$ cat config.mk
export PLATFORM = sky130hd
export DESIGN_NAME = osf_flag_reg
export DESIGN_NICKNAME = d
export VERILOG_FILES = /design/src/rtl/osf_pkg.sv /design/src/rtl/osf_ctrl.sv /design/src/rtl/osf_dp.sv /design/src/rtl/osf_flag_reg.sv
export SDC_FILE = /design/constraint.sdc
export NUM_CORES = 1
export LEC_CHECK = 0
export BUFFER_PORTS_ARGS = -buffer_cell sky130_fd_sc_hd__buf_2
export CAP_MARGIN = 15
export CORE_MARGIN = 5
export CORE_UTILIZATION = 52
export CTS_CLUSTER_SIZE = 16
export DETAILED_ROUTE_END_ITERATION = 6
export PLACE_DENSITY_LB_ADDON = 0.25
export RECOVER_POWER = 50
export SYNTH_ARGS = -nofsm -noshare
export SYNTH_HDL_FRONTEND = slang
export SYNTH_SLANG_ARGS = --single-unit
$ cat constraint.sdc
create_clock -name clk -period 4 [get_ports clk]
set_input_delay 0.8 -clock clk [delete_from_list [all_inputs] [get_ports clk]]
set_output_delay 0.8 -clock clk [all_outputs]
set_load 0.02 [all_outputs]
$ cat src/rtl/osf_pkg.sv
package osf_pkg;
  // Strobes from control to datapath
  typedef struct packed {
    logic stopEvt;  // running -> stopped transition this cycle
    logic clrReq;   // host write of 0 to the flag bit
    logic rdSel;    // status address selected
  } osf_strobe_t;
endpackage

$ cat src/rtl/osf_ctrl.sv
module osf_ctrl
  import osf_pkg::*;
#(
  parameter int TIMEOUT = 4096,
  parameter int ADDR_W = 8,
  parameter logic [ADDR_W-1:0] STAT_ADDR = 8'h09
) (
  input  logic              clk,
  input  logic              rstN,
  input  logic              oscTick,
  input  logic              oscDisable,
  input  logic              supplyLow,
  input  logic [ADDR_W-1:0] regAddr,
  input  logic              regWr,
  input  logic              wrFlagBit,
  output osf_strobe_t       strobe,
  output logic              oscRunning
);
  localparam int CNT_W = $clog2(TIMEOUT + 1);
  localparam logic [CNT_W-1:0] CNT_MAX = CNT_W'(TIMEOUT);

  logic [CNT_W-1:0] idleCnt;
  logic stalled;
  logic stopCond;
  logic armOk;
  logic running;

  // Idle watchdog: saturates at the timeout
  always_ff @(posedge clk or negedge rstN) begin
    if (!rstN) begin
      idleCnt <= '0;
    end else if (oscTick) begin
      idleCnt <= '0;
    end else if (idleCnt != CNT_MAX) begin
      idleCnt <= idleCnt + 1'b1;
    end
  end

  assign stalled  = (idleCnt == CNT_MAX);
  assign stopCond = oscDisable | supplyLow | stalled;
  assign armOk    = oscTick & ~oscDisable & ~supplyLow;

  // Run state: starts stopped, re-armed only by a fresh pulse
  always_ff @(posedge clk or negedge rstN) begin
    if (!rstN) begin
      running <= 1'b0;
    end else if (running) begin
      if (stopCond) running <= 1'b0;
    end else if (armOk) begin
      running <= 1'b1;
    end
  end

  assign oscRunning     = running;
  assign strobe.stopEvt = running & stopCond;
  assign strobe.rdSel   = (regAddr == STAT_ADDR);
  assign strobe.clrReq  = regWr & strobe.rdSel & ~wrFlagBit;
endmodule

$ cat src/rtl/osf_dp.sv
module osf_dp
  import osf_pkg::*;
#(
  parameter int DATA_W = 8
) (
  input  logic              clk,
  input  logic              rstN,
  input  osf_strobe_t       strobe,
  output logic [DATA_W-1:0] regRdata,
  output logic              stopFlag
);
  localparam int FLAG_BIT = DATA_W - 1;

  logic flag;

  // Sticky flag: power-up value 1, set beats clear
  always_ff @(posedge clk or negedge rstN) begin
    if (!rstN) begin
      flag <= 1'b1;
    end else if (strobe.stopEvt) begin
      flag <= 1'b1;
    end else if (strobe.clrReq) begin
      flag <= 1'b0;
    end
  end

  always_comb begin
    regRdata = '0;
    if (strobe.rdSel) regRdata[FLAG_BIT] = flag;
  end

  assign stopFlag = flag;
endmodule

$ cat src/rtl/osf_flag_reg.sv
module osf_flag_reg
  import osf_pkg::*;
#(
  parameter int TIMEOUT = 4096,
  parameter int ADDR_W = 8,
  parameter int DATA_W = 8,
  parameter logic [ADDR_W-1:0] STAT_ADDR = 8'h09
) (
  input  logic              clk,
  input  logic              rstN,
  input  logic              oscTick,
  input  logic              oscDisable,
  input  logic              supplyLow,
  input  logic [ADDR_W-1:0] regAddr,
  input  logic              regWr,
  input  logic [DATA_W-1:0] regWdata,
  output logic [DATA_W-1:0] regRdata,
  output logic              stopFlag,
  output logic              oscRunning
);
  localparam int FLAG_BIT = DATA_W - 1;

  osf_strobe_t strobe;
  logic unusedWdata;

  assign unusedWdata = ^regWdata[FLAG_BIT-1:0];

  osf_ctrl #(
    .TIMEOUT(TIMEOUT),
    .ADDR_W(ADDR_W),
    .STAT_ADDR(STAT_ADDR)
  ) u_ctrl (
    .clk(clk),
    .rstN(rstN),
    .oscTick(oscTick),
    .oscDisable(oscDisable),
    .supplyLow(supplyLow),
    .regAddr(regAddr),
    .regWr(regWr),
    .wrFlagBit(regWdata[FLAG_BIT]),
    .strobe(strobe),
    .oscRunning(oscRunning)
  );

  osf_dp #(
    .DATA_W(DATA_W)
  ) u_dp (
    .clk(clk),
    .rstN(rstN),
    .strobe(strobe),
    .regRdata(regRdata),
    .stopFlag(stopFlag)
  );
endmodule

==> flow_summary_export.csv, run 1 <==
group,metric,value,unit
yosys,synthFlopType,"dfrtp_1",
clock_network,root_buffer,"clkbuf_4",
yosys,synth-edff-count,0,
die,die_h,51.7,µm
sta,rsz0062_at_grt,"no",
finish,syn2layout_area_growth,9.85,%
worst_hold_path,hp-class,"reg -> reg",
sta,period_share,58.6,%
power,power,0.281,mW
yosys,synth_cell_types,34,
die,die_area,0.00267,mm²
global_route,antenna_found_initial,0,
yosys,yosysWarnings,0,
clock_network,postCtsSetupBuffers,0,
sta,hold_violations,0,
worst_setup_path,cp_max_fo,2,
die,core_region_area,0.00169,mm²
clock_network,cts_resized,0,
yosys,yosys_register_bits,15,
sta,whs,539,ps
worst_setup_path,crit_path_end_kind,"output port",
routing,via_per_inst,5.70,
finish,final_cell_mix,"15 x buf_2, 14 x dfrtp_1, 9 x nor2_1",
finish,fin_cells,131,
placement,hpwl,1.26,mm
global_route,grt-ovfl-total,0,
finish,layout.nets,139,
routing,drt_iter0_drc,5,
routing,remaining_drc_errors,0,
routing,ant_nets,0,
placement,place_inst,127,
routing,first_pass_iters,4,
placement,dp_slack,1650,ps
finish,utilization,58.7,%
yosys,syn_area,902,µm²
worst_setup_path,critical_path_class,"in -> out",
clock_network,worstSkewPairLatency,290,ps
worst_setup_path,reg2reg_from,"u_ctrl.idleCnt[0]$_DFFE_PN0P_",
finish,stdcell_area,991,µm²
clock_network,clk_pin_slew,100,ps
global_route,grt_pass1_vias,722,
worst_setup_path,cp.arrival,1540,ps
power,peakVddDrop,0.219,mV
yosys,async_reset_ff_share,100,%
worst_hold_path,worstHoldStart,"u_ctrl.oscRunning$_DFF_PN0_",
placement,place.gp.congestion,0.716,
global_route,grt_pass1_wl,2.91,mm
placement,placed_area,966,µm²
sta,setup_viol,0,
yosys,syn_area_per_cell,9.30,µm²
finish,n_antenna_cell,0,
worst_setup_path,start_kind,"input pin",
die,io_pins,32,
flow_run,maxCapViolations,0,
clock_network,numCtsBuffers,3,
sta,finalMaxSlewViolations,0,
clock_network,htreeDepth,1,
routing,vias,747,
global_route,grt_max_degree,20,
global_route,grt_use_total,14.4,%
die,initial_core_util,53.4,%
clock_network,clock-sinks,15,
clock_network,cts_hold_buf,0,
clock_network,cts_tree,"built",
finish,drive_gt1_share,24.6,%
placement,port_buffers,17,
die,rows,15,
power,cellLeakagePower,0.441,nW
yosys,yosysSeqAreaShare,41.7,%
routing,avgRoutedWirePerCell,13.1,µm
sta,setup_ws,1660,ps
sta,setup_tns,0,ps
status,status,"complete, no violations",
power,pwr_density_cell,283,mW/mm²
finish,final_common_cell,"buf_2",
sta,tightestPinTransition,813,ps
routing,drt-total-wl,1.71,mm
sta,max_clock_freq,427,MHz
clock_network,clockBufferDepth,2,
worst_setup_path,crit_start,"regAddr[5]",
sta,maxSlewHeadroom,45.8,%
sta,skew,7.80,ps
sta,layout_min_cycle_time,2340,ps
worst_setup_path,worstPathRequired,3200,ps
yosys,syn_inst,97,
die,die_x,51.7,µm
## state kept, by name, summed over array words and instances (netlist names)
signal,count
u_dp.stopFlag,1
u_ctrl.oscRunning,1
u_ctrl.idleCnt,13
## critical path, cell delays in order
cell and delay [ps]:
buf_2 100, nor4_1 260, nand2_1 110, nor2_1 100
buf_2 170
## synthesized netlist by cell type (3+ instances only)
library cell	count	area, µm²
nor4_1	5	31.3
nor2_1	9	33.8
or4_1	3	22.5
nand3_1	4	20.0
a21oi_1	6	30.0
o21ai_0	5	25.0
o31ai_1	3	22.5
mux2_2	3	33.8
inv_1	6	22.5
nand2_1	4	15.0
buf_4	7	52.6
dfrtp_1	14	350
## logic make-up (layout without fill, tap and decap cells)
| group | after synthesis | in the layout | share of synthesized area [%] |
|---|---|---|---|
| AOI/OAI and AO/OA | 17 | 17 | 12.1 |
| xor gates and xnor gates | 2 | 2 | 1.94 |
| adders and majority gates | 2 | 2 | 2.77 |
| buffers and inverters | 16 | 27 | 9.71 |
| DFF | 15 | 15 | 41.7 |
| muxes | 4 | 4 | 4.85 |
| other | 1 | 7 | 0.416 |
| and+or+nand+nor | 40 | 40 | 26.5 |
## metal layers
metal	share of wire [%]	up-vias	track usage [%]
met4	0.70	0	5.24
met5	0	-	0
li1	-	369	-
met1	45	353	17.2
met3	6.7	2	2.58
met2	48	23	25.6
## cell type report
class                      count  area (µm²)
fill                         156         698
multi-input combinational     72         460
sequential                    15         377
timing repair buffer          17        82.6
clock buffer                   3        22.5
inverter                       6        22.5
tap                           17        21.3
clock inverter                 1        5.00
## worst paths after layout
path | to | slack [ps] | cells past startpoint
min reg2reg | u_ctrl.oscRunning$_DFF_PN0_ | 540 | 1
max | regRdata[7] | 1660 | 5
max in group asynchronous | u_ctrl.idleCnt[9]$_DFFE_PN0P_ | 2930 | 1
max reg2reg | u_ctrl.idleCnt[0]$_DFFE_PN0P_ | 2270 | 5
min | u_ctrl.oscRunning$_DFF_PN0_ | 540 | 1
min in group asynchronous | u_ctrl.idleCnt[7]$_DFFE_PN0P_ | 570 | 1
## power breakdown
group / switching [mW] / total (mW) / internal, mW
clock: 0.0528 / 0.0900 / 0.0371
sequential: 0.00416 / 0.159 / 0.155
combinational: 0.0198 / 0.0318 / 0.0119
Note: power is estimated with default switching activity, not from simulation.
==> inputs of run 2 (changes only) <==
--- a/config.mk
+++ b/config.mk
@@ -5,10 +5,11 @@
 export SDC_FILE = /design/constraint.sdc
 export NUM_CORES = 1
 export LEC_CHECK = 0
+export ABC_AREA = 1
 export BUFFER_PORTS_ARGS = -buffer_cell sky130_fd_sc_hd__buf_2
 export CAP_MARGIN = 15
 export CORE_MARGIN = 5
-export CORE_UTILIZATION = 52
+export CORE_UTILIZATION = 44
 export CTS_CLUSTER_SIZE = 16
 export DETAILED_ROUTE_END_ITERATION = 6
 export PLACE_DENSITY_LB_ADDON = 0.25
==> constraint.sdc (replaced) <==
create_clock -name clk -period 2.05 [get_ports clk]
set_input_delay 0.41 -clock clk [delete_from_list [all_inputs] [get_ports clk]]
set_output_delay 0.41 -clock clk [all_outputs]
set_load 0.02 [all_outputs]
==> run 2 against run 1 <==
  * Clock skew down 4.9 ps
  * Setup slack got worse by 1200 ps
  * Cell area up 8.0%
  * Critical endpoint unchanged
  * Largest power group unchanged
  * Highest routed layer unchanged
==> flow_summary_export.csv, run 2 <==
group,metric,value,unit
yosys,syn_area,961,µm²
finish,layout.nets,174,
finish,register_area,377,µm²
sta,setup_tns,0,ps
power,pwr_density_cell,521,mW/mm²
routing,drt_iter0_drc,16,
finish,drive_gt1_share,20.8,%
global_route,grt_use_total,13.1,%
sta,max_clock_freq,643,MHz
yosys,async_reset_ff_share,100,%
finish,largest_register_ffs,13,
die,io_pins,32,
global_route,grt_pass1_wl,3.35,mm
yosys,yosys_register_bits,15,
sta,setup_ws,496,ps
worst_setup_path,crit_path_end_kind,"output port",
sta,tightestPinTransition,822,ps
power,switching_share,27.6,%
routing,via_per_inst,4.85,
clock_network,clk_pin_slew,90,ps
sta,rsz0062_at_grt,"no",
sta,setup_viol,0,
placement,hpwl,1.48,mm
power,pwr-share-clk,31.4,%
global_route,antenna_found_initial,0,
finish,fillers,205,
die,die_h,56.7,µm
clock_network,numCtsBuffers,3,
clock_network,cts_tree,"built",
finish,final_common_cell,"nand2_1",
sta,layout_min_cycle_time,1550,ps
yosys,syn_inst,130,
worst_setup_path,worstPathRequired,1640,ps
routing,ant_nets,0,
worst_setup_path,critical_path_class,"reg -> out",
clock_network,htreeDepth,1,
yosys,synth_common_cells,"32 x nand2_1, 22 x nor2_1, 14 x dfrtp_1",
routing,avgRoutedWirePerCell,10.6,µm
placement,place.gp.congestion,0.785,
routing,wl_met1,840,µm
status,status,"complete, no violations",
sta,whs,178,ps
sta,maxSlewHeadroom,45.2,%
sta,hold_violations,0,
routing,first_pass_iters,4,
yosys,yosysSeqAreaShare,39.2,%
sta,finalMaxSlewViolations,0,
yosys,synthFlopType,"dfrtp_1",
sta,period_share,75.8,%
die,die_area,0.00322,mm²
clock_network,cts_resized,0,
routing,top_layer_used,"met4",
power,power_frac_comb,12.7,%
power,p_int,0.403,mW
die,die_x,56.7,µm
clock_network,clockBufferDepth,2,
clock_network,clock-sinks,15,
clock_network,postCtsSetupBuffers,0,
power,cellLeakagePower,0.530,nW
die,rows,17,
finish,multi_input_area,504,µm²
yosys,ys_top_cells_by_area,"dfrtp_1 36%, nand2_1 13%, nor2_1 8.6%",
routing,met3_length,75,µm
die,initial_core_util,44.7,%
routing,remaining_drc_errors,0,
worst_setup_path,start_kind,"flop",
flow_run,maxCapViolations,0,
placement,dp_slack,549,ps
yosys,synth-edff-count,0,
die,core_region_area,0.00215,mm²
finish,n_antenna_cell,0,
yosys,synth.most_common_cell,"nand2_1",
worst_hold_path,hp-class,"in -> async",
yosys,synth.largest_area_cell,"dfrtp_1",
routing,wl_met2,943,µm
finish,regMostFlops,"u_ctrl.idleCnt",
power,p_seq_share,55.9,%
clock_network,root_buffer,"clkbuf_4",
global_route,grt_pass1_vias,773,
routing,drt-total-wl,1.88,mm
yosys,synth_top_area_share,36.5,%
yosys,yosysWarnings,0,
yosys,synth_cell_types,25,
power,net-switching-power,0.154,mW
worst_setup_path,cp.arrival,1140,ps
finish,final_cell_mix,"32 x nand2_1, 22 x nor2_1, 15 x buf_2",
global_route,grt-ovfl-total,0,
clock_network,worstSkewPairLatency,290,ps
yosys,syn_area_per_cell,7.39,µm²
finish,syn2layout_area_growth,11.3,%
worst_setup_path,cp_max_fo,3,
clock_network,cts_hold_buf,0,
routing,vias,858,
global_route,grt_max_degree,16,
sta,skew,2.87,ps
power,power,0.557,mW
placement,port_buffers,17,
power,peakVddDrop,0.400,mV
## run 2: cell count changes in the layout (fill, tap and decap cells not counted), moves of 3 or more
cell,change
nand3_1,+4
nor4_1,-5
or4_1,-3
o21ai_0,-3
nor2_4,+3
nand2_1,+28
inv_1,+6
mux2_2,-3
nor2_1,+13
nor2_2,+4
## run 2: metal layers
| metal | global-route usage, % | up-vias |
|---|---|---|
| li1 | - | 437 |
| met1 | 16.8 | 407 |
| met2 | 20.5 | 10 |
| met3 | 4.83 | 4 |
| met4 | 3.97 | 0 |
| met5 | 0 | - |
## run 2: through the flow
stage,cells,util (%),area (µm²)
after floorplan,136,-,983
after global placement,173,48.7,1050
after detailed placement,173,48.7,1050
after CTS,177,49.9,1070
after global routing,177,49.8,1070
final,177,49.8,1070
## run 2: layout make-up
cell class	instances	area share, %
tap	28	3.27
timing repair buffer	17	7.72
sequential	15	35.2
inverter	12	4.21
multi-input combinational	101	47.1
clock buffer	4	2.46
## run 2: power groups by stage
stage               clock network (mW)  registers (mW)  logic (mW)
floorplan                            0           0.318      0.0545
global placement                     0           0.317      0.0712
detailed placement                   0           0.317      0.0723
CTS                              0.184           0.312      0.0727
global route                     0.195           0.314      0.0832
finish                           0.175           0.311      0.0708
## run 2: worst paths after layout
kind | cells after the start | to | slack [ps] | from
max | 2 | regRdata[7] | 500 | u_dp.stopFlag$_DFFE_PN1P_
min | 1 | u_ctrl.idleCnt[3]$_DFFE_PN0P_ | 180 | rstN
max reg2reg | 7 | u_ctrl.idleCnt[0]$_DFFE_PN0P_ | 760 | u_ctrl.idleCnt[0]$_DFFE_PN0P_
min reg2reg | 2 | u_dp.stopFlag$_DFFE_PN1P_ | 480 | u_dp.stopFlag$_DFFE_PN1P_
max in group asynchronous | 1 | u_ctrl.idleCnt[8]$_DFFE_PN0P_ | 1360 | rstN
min in group clk | 2 | u_ctrl.idleCnt[12]$_DFFE_PN0P_ | 390 | oscTick
## run 2: cells by family after synthesis
logic type	after synthesis	synth area share [%]
fa+ha+maj	2	2.60
compound gates	10	5.86
other cells	1	0.390
xor+xnor	1	0.912
buf+inv	20	10.7
flops	15	39.2
simple gates	81	40.4
## run 2: worst max-delay path, cell delays in order, from the launching register on
cell and delay (ps):
dfstp_2 540, and3_1 150, buf_2 160
==> inputs of run 3 (changes only) <==
--- a/config.mk
+++ b/config.mk
@@ -9,7 +9,7 @@
 export BUFFER_PORTS_ARGS = -buffer_cell sky130_fd_sc_hd__buf_2
 export CAP_MARGIN = 15
 export CORE_MARGIN = 5
-export CORE_UTILIZATION = 44
+export CORE_UTILIZATION = 49
 export CTS_CLUSTER_SIZE = 16
 export DETAILED_ROUTE_END_ITERATION = 6
 export PLACE_DENSITY_LB_ADDON = 0.25
==> constraint.sdc (replaced) <==
create_clock -name clk -period 1.6 [get_ports clk]
set_input_delay 0.32 -clock clk [delete_from_list [all_inputs] [get_ports clk]]
set_output_delay 0.32 -clock clk [all_outputs]
set_load 0.02 [all_outputs]
==> run 3 against run 2 <==
  * Global-route usage up 2.0 points
  * Clock power up 26%
  * Critical path depth unchanged
  * First-iteration DRC count down 38%
  * Clock skew about the same
  * Largest power group unchanged
==> flow_summary_export.csv, run 3 (synthesized netlist as in run 2, its figures left out) <==
group,metric,value,unit
status,status,"complete, no violations",
routing,ant_nets,0,
routing,avgRoutedWirePerCell,11.0,µm
routing,drt_iter0_drc,10,
worst_setup_path,start_kind,"flop",
die,initial_core_util,50.0,%
die,rows,16,
power,pwr_density_cell,661,mW/mm²
finish,final_common_cell,"nand2_1",
placement,hpwl,1.46,mm
sta,setup_tns,0,ps
worst_setup_path,worstPathRequired,1280,ps
power,power,0.714,mW
global_route,antenna_found_initial,0,
die,die_area,0.00295,mm²
routing,first_pass_iters,6,
finish,n_antenna_cell,0,
finish,fillers,187,
placement,port_buffers,17,
clock_network,worstSkewPairLatency,280,ps
clock_network,clock-sinks,15,
global_route,grt_pass1_wl,3.19,mm
power,cellLeakagePower,0.537,nW
power,peakVddDrop,0.392,mV
global_route,grt-ovfl-total,0,
routing,vias,829,
routing,remaining_drc_errors,0,
sta,skew,2.53,ps
clock_network,postCtsSetupBuffers,0,
clock_network,clockBufferDepth,2,
worst_setup_path,cp.arrival,1180,ps
routing,drt-total-wl,1.95,mm
clock_network,cts_tree,"built",
global_route,grt_max_degree,16,
sta,finalMaxSlewViolations,0,
sta,layout_min_cycle_time,1500,ps
finish,syn2layout_area_growth,12.4,%
sta,tightestPinTransition,823,ps
finish,drive_gt1_share,21.3,%
worst_hold_path,hp-class,"in -> reg",
finish,final_cell_mix,"32 x nand2_1, 22 x nor2_1, 16 x buf_2",
worst_hold_path,holdPathStages,2,
sta,max_clock_freq,668,MHz
worst_setup_path,critical_path_class,"reg -> out",
clock_network,root_buffer,"clkbuf_4",
die,die_h,54.3,µm
finish,regMostFlops,"u_ctrl.idleCnt",
worst_setup_path,crit_path_end_kind,"output port",
die,die_x,54.3,µm
sta,maxSlewHeadroom,45.1,%
global_route,grt_use_total,15.1,%
finish,layout.nets,175,
finish,largest_register_ffs,13,
sta,setup_viol,0,
clock_network,clk_pin_slew,90,ps
die,core_region_area,0.00192,mm²
worst_setup_path,ff2ff_path_depth,7,
worst_setup_path,cp_max_fo,3,
die,io_pins,32,
sta,period_share,93.6,%
clock_network,numCtsBuffers,3,
clock_network,htreeDepth,1,
placement,place.gp.congestion,0.819,
global_route,grt_pass1_vias,747,
routing,via_per_inst,4.68,
sta,hold_violations,0,
sta,rsz0062_at_grt,"no",
flow_run,maxCapViolations,0,
[run 3: cell types whose count changed in the layout (fill, tap and decap cells not counted)]
cell / before / now
dlygate4sd3_1: 0 / 1
clkbuf_1: 3 / 2
buf_2: 15 / 16
[run 3: stage by stage]
step                      std cells  hold WS (ps)  area (µm²)  util [%]  worst slack, ps
after CTS                       177           232        1080      56.3              110
after detailed placement        172           251        1040      54.4              314
final                           177           242        1080      56.2              102
after floorplan                 136          24.4         983         -              424
after global routing            177           233        1080      56.2             87.4
after global placement          172           249        1040      54.4              327
[run 3: layout make-up]
type | count | area (µm²) | area share (%)
Sequential cell | 15 | 377 | 34.9
Tap cell | 27 | 33.8 | 3.13
Multi-Input combinational cell | 101 | 504 | 46.7
Timing Repair Buffer | 18 | 93.8 | 8.69
Inverter | 12 | 45.0 | 4.17
Clock buffer | 4 | 26.3 | 2.43
[run 3: final timing paths]
path,startpoint,endpoint,slack (ps)
max reg2reg,u_ctrl.idleCnt[0]$_DFFE_PN0P_,u_ctrl.idleCnt[0]$_DFFE_PN0P_,300
min,oscTick,u_ctrl.idleCnt[12]$_DFFE_PN0P_,240
max in group asynchronous,rstN,u_ctrl.idleCnt[0]$_DFFE_PN0P_,450
min reg2reg,u_dp.stopFlag$_DFFE_PN1P_,u_dp.stopFlag$_DFFE_PN1P_,500
max,u_dp.stopFlag$_DFFE_PN1P_,regRdata[7],100
min in group asynchronous,rstN,u_ctrl.idleCnt[8]$_DFFE_PN0P_,640
[run 3: critical path, stage by stage, from the launching register on]
cell and delay, ps:
dfstp_2 560, and3_1 170, buf_2 170
[run 3: layer usage]
layer	part of all wire [%]	vias up	wire, µm	GRT usage [%]
li1	-	437	-	-
met1	45	371	886	19.8
met2	49	19	961	23.9
met3	4.5	2	88	3.27
met4	0.62	0	12	6.22
met5	0	-	0	0
[run 3: where the power goes]
part	switching, mW	leakage, nW	internal [mW]
Sequential	0.0110	0.203	0.388
Combinational	0.0606	0.319	0.0342
Clock	0.124	0.0150	0.0968
[run 3: repair_timing]
action / in CTS / in global routing
hold buffers: 1 / 0
resized for setup: 0 / 0
hold endpoints to repair: 14 / 0
